`src/rtl/uhs_pkg.sv`:
```
package uhs_pkg;
   // word offsets (byte address >> 2)
   localparam int unsigned WOFS_DATA = 0;
   localparam int unsigned WOFS_CTRL = 1;
   // data word flag positions
   localparam int unsigned DB_RXV    = 8;
   localparam int unsigned DB_TXR    = 9;
   // control word field positions
   localparam int unsigned CB_MODE   = 2;
   localparam int unsigned CB_TXOVR  = 7;
   localparam int unsigned CB_RXOVR  = 8;
   localparam int unsigned CB_OVRUN  = 12;
   localparam int unsigned MIN_BUS_W = CB_OVRUN + 1;

   typedef enum logic [1:0] {
      ROLE_NONE = 2'd0,
      ROLE_DTE  = 2'd1,
      ROLE_DCE  = 2'd2,
      ROLE_RSV  = 2'd3
   } role_e;

   typedef struct packed {
      logic  rx_force;
      logic  tx_force;
      role_e role;
   } cfg_t;
endpackage

```
`src/rtl/uhs_ctrl_reg.sv`:
```
module uhs_ctrl_reg
   import uhs_pkg::*;
#(
   parameter int unsigned BUS_W = 32
) (
   input  logic             clk,
   input  logic             rst_n,
   input  logic             wr_en,
   input  logic [BUS_W-1:0] wdata,
   output cfg_t             cfg,
   output logic             ovr_clr
);
   always_ff @(posedge clk or negedge rst_n) begin
      if (!rst_n) begin
         cfg <= '0;
      end else if (wr_en) begin
         cfg.role     <= role_e'(wdata[CB_MODE +: 2]);
         cfg.tx_force <= wdata[CB_TXOVR];
         cfg.rx_force <= wdata[CB_RXOVR];
      end
   end

   assign ovr_clr = wr_en & wdata[CB_OVRUN];

   AST_CFG_HOLD: assert property (@(posedge clk) disable iff (!rst_n)
      !wr_en |=> $stable(cfg));
endmodule

```
`src/rtl/uhs_rx_hold.sv`:
```
module uhs_rx_hold #(
   parameter int unsigned DATA_W = 8
) (
   input  logic              clk,
   input  logic              rst_n,
   input  logic              rx_strobe,
   input  logic [DATA_W-1:0] rx_byte,
   input  logic              ack,
   input  logic              ovr_clr,
   output logic [DATA_W-1:0] held,
   output logic              valid,
   output logic              overrun
);
   always_ff @(posedge clk or negedge rst_n) begin
      if (!rst_n) begin
         held    <= '0;
         valid   <= 1'b0;
         overrun <= 1'b0;
      end else begin
         if (rx_strobe) begin
            held  <= rx_byte;
            valid <= 1'b1;
         end else if (ack) begin
            valid <= 1'b0;
         end
         if (rx_strobe && valid && !ack) overrun <= 1'b1;
         else if (ovr_clr)               overrun <= 1'b0;
      end
   end

   AST_RX_CAPTURE: assert property (@(posedge clk) disable iff (!rst_n)
      rx_strobe |=> (valid && held == $past(rx_byte)));
   AST_ACK_CLEARS: assert property (@(posedge clk) disable iff (!rst_n)
      (ack && !rx_strobe) |=> !valid);
   AST_OVR_SET: assert property (@(posedge clk) disable iff (!rst_n)
      (rx_strobe && valid && !ack) |=> overrun);
   AST_NO_OVR_ON_ACK: assert property (@(posedge clk) disable iff (!rst_n)
      (rx_strobe && ack && !overrun) |=> !overrun);
endmodule

```
`src/rtl/uhs_tx_gate.sv`:
```
module uhs_tx_gate #(
   parameter int unsigned DATA_W = 8
) (
   input  logic              clk,
   input  logic              rst_n,
   input  logic              launch_req,
   input  logic [DATA_W-1:0] wbyte,
   input  logic              tx_done,
   input  logic              cts,
   input  logic              force_rdy,
   output logic              tx_ready,
   output logic              tx_load,
   output logic [DATA_W-1:0] tx_byte
);
   logic idle;

   assign tx_ready = idle & (cts | force_rdy);

   always_ff @(posedge clk or negedge rst_n) begin
      if (!rst_n) begin
         idle    <= 1'b1;
         tx_load <= 1'b0;
         tx_byte <= '0;
      end else begin
         tx_load <= 1'b0;
         if (launch_req && tx_ready) begin
            tx_load <= 1'b1;
            tx_byte <= wbyte;
            idle    <= 1'b0;
         end else if (tx_done) begin
            idle    <= 1'b1;
         end
      end
   end

   AST_LOAD_PULSE: assert property (@(posedge clk) disable iff (!rst_n)
      tx_load |=> !tx_load);
   AST_LOAD_BYTE: assert property (@(posedge clk) disable iff (!rst_n)
      (launch_req && tx_ready) |=> (tx_load && tx_byte == $past(wbyte)));
   AST_BUSY_NO_LAUNCH: assert property (@(posedge clk) disable iff (!rst_n)
      (launch_req && !tx_ready) |=> !tx_load);
   AST_NO_REQ_NO_LOAD: assert property (@(posedge clk) disable iff (!rst_n)
      !launch_req |=> !tx_load);
endmodule

```
`src/rtl/uhs_regs.sv`:
```
module uhs_regs
   import uhs_pkg::*;
#(
   parameter int unsigned BUS_W   = 32,
   parameter int unsigned ADDR_W  = 4,
   parameter int unsigned DATA_W  = 8,
   parameter bit          RD_FLOP = 1'b0
) (
   input  logic              clk,
   input  logic              rst_n,
   input  logic              bus_sel,
   input  logic              bus_we,
   input  logic [ADDR_W-1:0] bus_addr,
   input  logic [BUS_W-1:0]  bus_wdata,
   output logic [BUS_W-1:0]  bus_rdata,
   output logic [DATA_W-1:0] tx_byte,
   output logic              tx_load,
   input  logic              tx_done,
   input  logic              tx_cts,
   input  logic [DATA_W-1:0] rx_byte,
   input  logic              rx_strobe,
   output logic              rx_rts,
   output logic [1:0]        if_mode
);
   localparam int unsigned WIDX_W = ADDR_W - 2;

   generate
      if (BUS_W < MIN_BUS_W) begin : g_bad_bus
         $error("BUS_W too narrow for the control fields");
      end
      if (DATA_W > DB_RXV || DATA_W == 0) begin : g_bad_data
         $error("DATA_W must be 1..8");
      end
      if (ADDR_W < 3) begin : g_bad_addr
         $error("ADDR_W must cover two words");
      end
   endgenerate

   logic [WIDX_W-1:0] widx;
   logic hit_data, hit_ctrl, wr_data, wr_ctrl;

   assign widx     = bus_addr[ADDR_W-1:2];
   assign hit_data = bus_sel && (widx == WIDX_W'(WOFS_DATA));
   assign hit_ctrl = bus_sel && (widx == WIDX_W'(WOFS_CTRL));
   assign wr_data  = hit_data && bus_we;
   assign wr_ctrl  = hit_ctrl && bus_we;

   cfg_t cfg;
   logic ovr_clr;
   logic [DATA_W-1:0] held;
   logic valid, overrun, tx_ready;

   uhs_ctrl_reg #(.BUS_W(BUS_W)) u_ctrl (
      .clk(clk), .rst_n(rst_n), .wr_en(wr_ctrl), .wdata(bus_wdata),
      .cfg(cfg), .ovr_clr(ovr_clr)
   );

   uhs_rx_hold #(.DATA_W(DATA_W)) u_rx (
      .clk(clk), .rst_n(rst_n), .rx_strobe(rx_strobe), .rx_byte(rx_byte),
      .ack(wr_data && bus_wdata[DB_RXV]), .ovr_clr(ovr_clr),
      .held(held), .valid(valid), .overrun(overrun)
   );

   uhs_tx_gate #(.DATA_W(DATA_W)) u_tx (
      .clk(clk), .rst_n(rst_n),
      .launch_req(wr_data && bus_wdata[DB_TXR]),
      .wbyte(bus_wdata[DATA_W-1:0]), .tx_done(tx_done),
      .cts(tx_cts), .force_rdy(cfg.tx_force),
      .tx_ready(tx_ready), .tx_load(tx_load), .tx_byte(tx_byte)
   );

   assign rx_rts  = ~valid | cfg.rx_force;
   assign if_mode = cfg.role;

   logic [BUS_W-1:0] rd_next;
   always_comb begin
      rd_next = '0;
      if (hit_data) begin
         rd_next[DATA_W-1:0] = held;
         rd_next[DB_RXV]     = valid;
         rd_next[DB_TXR]     = tx_ready;
      end else if (hit_ctrl) begin
         rd_next[CB_MODE +: 2] = cfg.role;
         rd_next[CB_TXOVR]     = cfg.tx_force;
         rd_next[CB_RXOVR]     = cfg.rx_force;
         rd_next[CB_OVRUN]     = overrun;
      end
   end

   generate
      if (RD_FLOP) begin : g_rd_reg
         always_ff @(posedge clk or negedge rst_n) begin
            if (!rst_n) bus_rdata <= '0;
            else        bus_rdata <= rd_next;
         end
      end else begin : g_rd_comb
         assign bus_rdata = rd_next;
         AST_UNMAPPED_ZERO: assert property (@(posedge clk) disable iff (!rst_n)
            (bus_sel && !hit_data && !hit_ctrl) |-> (bus_rdata == '0));
      end
   endgenerate

   AST_RTS_RULE: assert property (@(posedge clk) disable iff (!rst_n)
      (!valid) |-> rx_rts);
   AST_BOTH_FLAGS: assert property (@(posedge clk) disable iff (!rst_n)
      (wr_data && bus_wdata[DB_RXV] && bus_wdata[DB_TXR] && tx_ready && !rx_strobe)
      |=> (!valid && tx_load));
endmodule

```
`config.mk`:
```
export PLATFORM = sky130hd
export DESIGN_NAME = uhs_regs
export DESIGN_NICKNAME = d
export VERILOG_FILES = /design/src/rtl/uhs_pkg.sv /design/src/rtl/uhs_ctrl_reg.sv /design/src/rtl/uhs_rx_hold.sv /design/src/rtl/uhs_tx_gate.sv /design/src/rtl/uhs_regs.sv
export SDC_FILE = /design/constraint.sdc
export NUM_CORES = 1
export LEC_CHECK = 0
export BUFFER_PORTS_ARGS = -buffer_cell sky130_fd_sc_hd__buf_2
export CAP_MARGIN = 20
export CORE_MARGIN = 10
export CORE_UTILIZATION = 43
export CTS_CLUSTER_SIZE = 10
export DETAILED_ROUTE_END_ITERATION = 8
export HOLD_SLACK_MARGIN = 0.08
export PLACE_DENSITY_LB_ADDON = 0.3
export SLEW_MARGIN = 20
export SYNTH_ARGS = -nofsm -noshare
export SYNTH_HDL_FRONTEND = slang
export SYNTH_SLANG_ARGS = --single-unit
```
`constraint.sdc`:
```
create_clock -name clk -period 2 [get_ports clk]
set_input_delay 0.2 -clock clk [delete_from_list [all_inputs] [get_ports clk]]
set_output_delay 0.2 -clock clk [all_outputs]
set_load 0.03 [all_outputs]
```
==> run metrics <==
GR Util met2 0.161; first-pass GRT wire length 4260 um; CP arrival 1.30 ns; Mapped Avg Cell Area 12.9 sq um; initial antenna violation count 0; 1st-iter DRT viols 21; vias 828; critical path peak fanout 2; Rows 19; wire per inst 16.0 um; Cells after Synth 99; Worst Max-Slew Pin Slew 0.519 ns; Die ar. 5540 sq um; clk root buf clkbuf_4; DP HPWL 2400 um; Tcrit/Tclk final 0.751; Max Freq 666 MHz; endpoints failing setup 0; cts bufs inserted 3; Setup CP Type reg2out; Cell Area, Synth 1270 sq um; pin count of the biggest net entering global routing 25; clk_skew 0.00147 ns; area occupied by multi-input gates 539 sq um; Synth area leader dfrtp_1; core area 2810 sq um; Clock Pin Slew Worst Setup and Hold Paths 0.13 ns; Remaining Overflow, GRT 0; Layout fillers 270; Design Area, Final 1490 sq um; Post-synth ARST share 1.00; H-tree depth 1; via/cell ratio 4.60; fin. max-slew vios 0; final hold slack 0.118 ns; Clk Latency, worst-skew pair 0.30 ns; Yosys reg bits 24; Critical Path RT 1.80 ns; relative slew slack 0.654; I/O Pins 95; vias in the first global route 897; final hold vios 0; PwrDens 870 nW/um^2; share of layout cells above drive strength 1 0.564; placer congestion estimate 0.660; CTS tree done; post-layout minimum cycle time 1.50 ns; Yosys cell types 22; gr busiest metal met2; storage element area 602 sq um; postcts setup bufs 0; Post-synth EDFFs 0; total number of clock tree sinks 24; CTS resizes 0; Detailed Route WL 2880 um; clk buf depth 2; Leak 0.791 nW; Most used DFF post-synth dfrtp_1; Max-Cap Viols 0; type of origin of the critical path register; Yosys top cell area share 0.452; post-synthesis sequential area ratio 0.472; worst r2r path cells 3; grt met1 use 0.105; starting density of the core 0.454; WHS Path Cells 2; GRT Util Overall 0.0990; Synth Warn # 0; status completed; antenna cells 0; remaining antenna violation count 0; worst ir drop on vdd 607 uV; HP Class in2reg; nets 201; Synth area leaders dfrtp_1 (45%), buf_4 (14%), mux2_2 (11%); CP Capture Type output pin; met3 usage 0.0559; DP Area 1430 sq um; P&R area growth vs syn 16.7%; Port Buffers 50; Die W 74.4 um; DRT Pass-1 Iters 3; RSZ-0062 raised after global routing false; DRC viols 0; top cells by count, synth buf_4 (23), dfrtp_1 (23), mux2_2 (12), mux2_4 (8); Finished Core Util 0.530; Die Y 74.4 um; total negative slack 0 ns
==> path summary, 6_finish.rpt <==
path                                    to         start  slack, ns
max                           bus_rdata[9]     u_tx.idle       0.50
min                           u_rx.held[5]    rx_byte[5]       0.12
max reg2reg                u_tx.tx_byte[3]     u_tx.idle       0.54
min reg2reg                   u_rx.overrun  u_rx.overrun       0.50
max in group asynchronous        u_tx.idle         rst_n       1.24
min in group asynchronous  u_tx.tx_byte[3]         rst_n       0.40
==> cells by family (layout without fill, tap and decap cells) <==
kind of cell,count (synthesis),after routing,synth area share
and+or+nand+nor,21,21,0.110
other,1,21,0.00294
muxes,24,24,0.232
DFF,24,24,0.472
AOI/OAI and AO/OA,3,3,0.0197
buffers and inverters,26,56,0.163
==> registers in the layout, summed over array words and instances, names as in the netlist <==
register,cells
u_rx.held,8
u_rx.valid,1
u_tx.idle,1
u_tx.tx_load,1
u_tx.tx_byte,8
u_ctrl.cfg,4
u_rx.overrun,1
==> report_power, final <==
| part | internal [mW] | leakage [nW] | total (mW) | switching (mW) |
|---|---|---|---|---|
| Clock | 0.111 | 0.0210 | 0.247 | 0.136 |
| Combinational | 0.164 | 0.485 | 0.441 | 0.277 |
| Sequential | 0.562 | 0.285 | 0.605 | 0.0432 |
==> metrics by stage <==
step / worst slack [ns] / std cells / total power, mW
2_1_floorplan: 0.609 / 119 / 0.968
3_3_place_gp: 0.422 / 174 / 1.04
3_5_place_dp: 0.399 / 174 / 1.06
4_1_cts: 0.475 / 179 / 1.31
5_1_grt: 0.419 / 180 / 1.37
6_report: 0.498 / 180 / 1.29
==> area by class of cell <==
type,instances,share of cell area
sequential,24,0.405
tap,31,0.0261
multi-input combinational,69,0.363
clock buffer,4,0.0244
timing repair buffer,52,0.182
==> worst max-delay path: stages, from the launching register on <==
cell and delay, ns:
dfstp_2 0.55, o21a_1 0.12, and2_2 0.13, buf_2 0.19
==> metal layers <==
metal  wire length, um  up-vias
li1                  -      391
met3               492        2
met1              1050      388
met5                 0        -
met2              1330       47
met4                14        0
==> timing repair <==
action,CTS,global route
hold buffers,1,1
endpoints found under the setup margin,0,0
endpoints found under the hold margin,23,1
==> cells in the final DEF (no fill, tap or decap), drive strengths merged, types with 2 or more instances in the layout <==
cell	n
buf	50
dfrtp	23
conb	21
mux2	20
nor2	6
and2	6
mux2i	4
clkbuf	4
nand2b	2
nand3	2
dlygate4sd3	2
No activity file was read; power rests on OpenSTA's default activity.
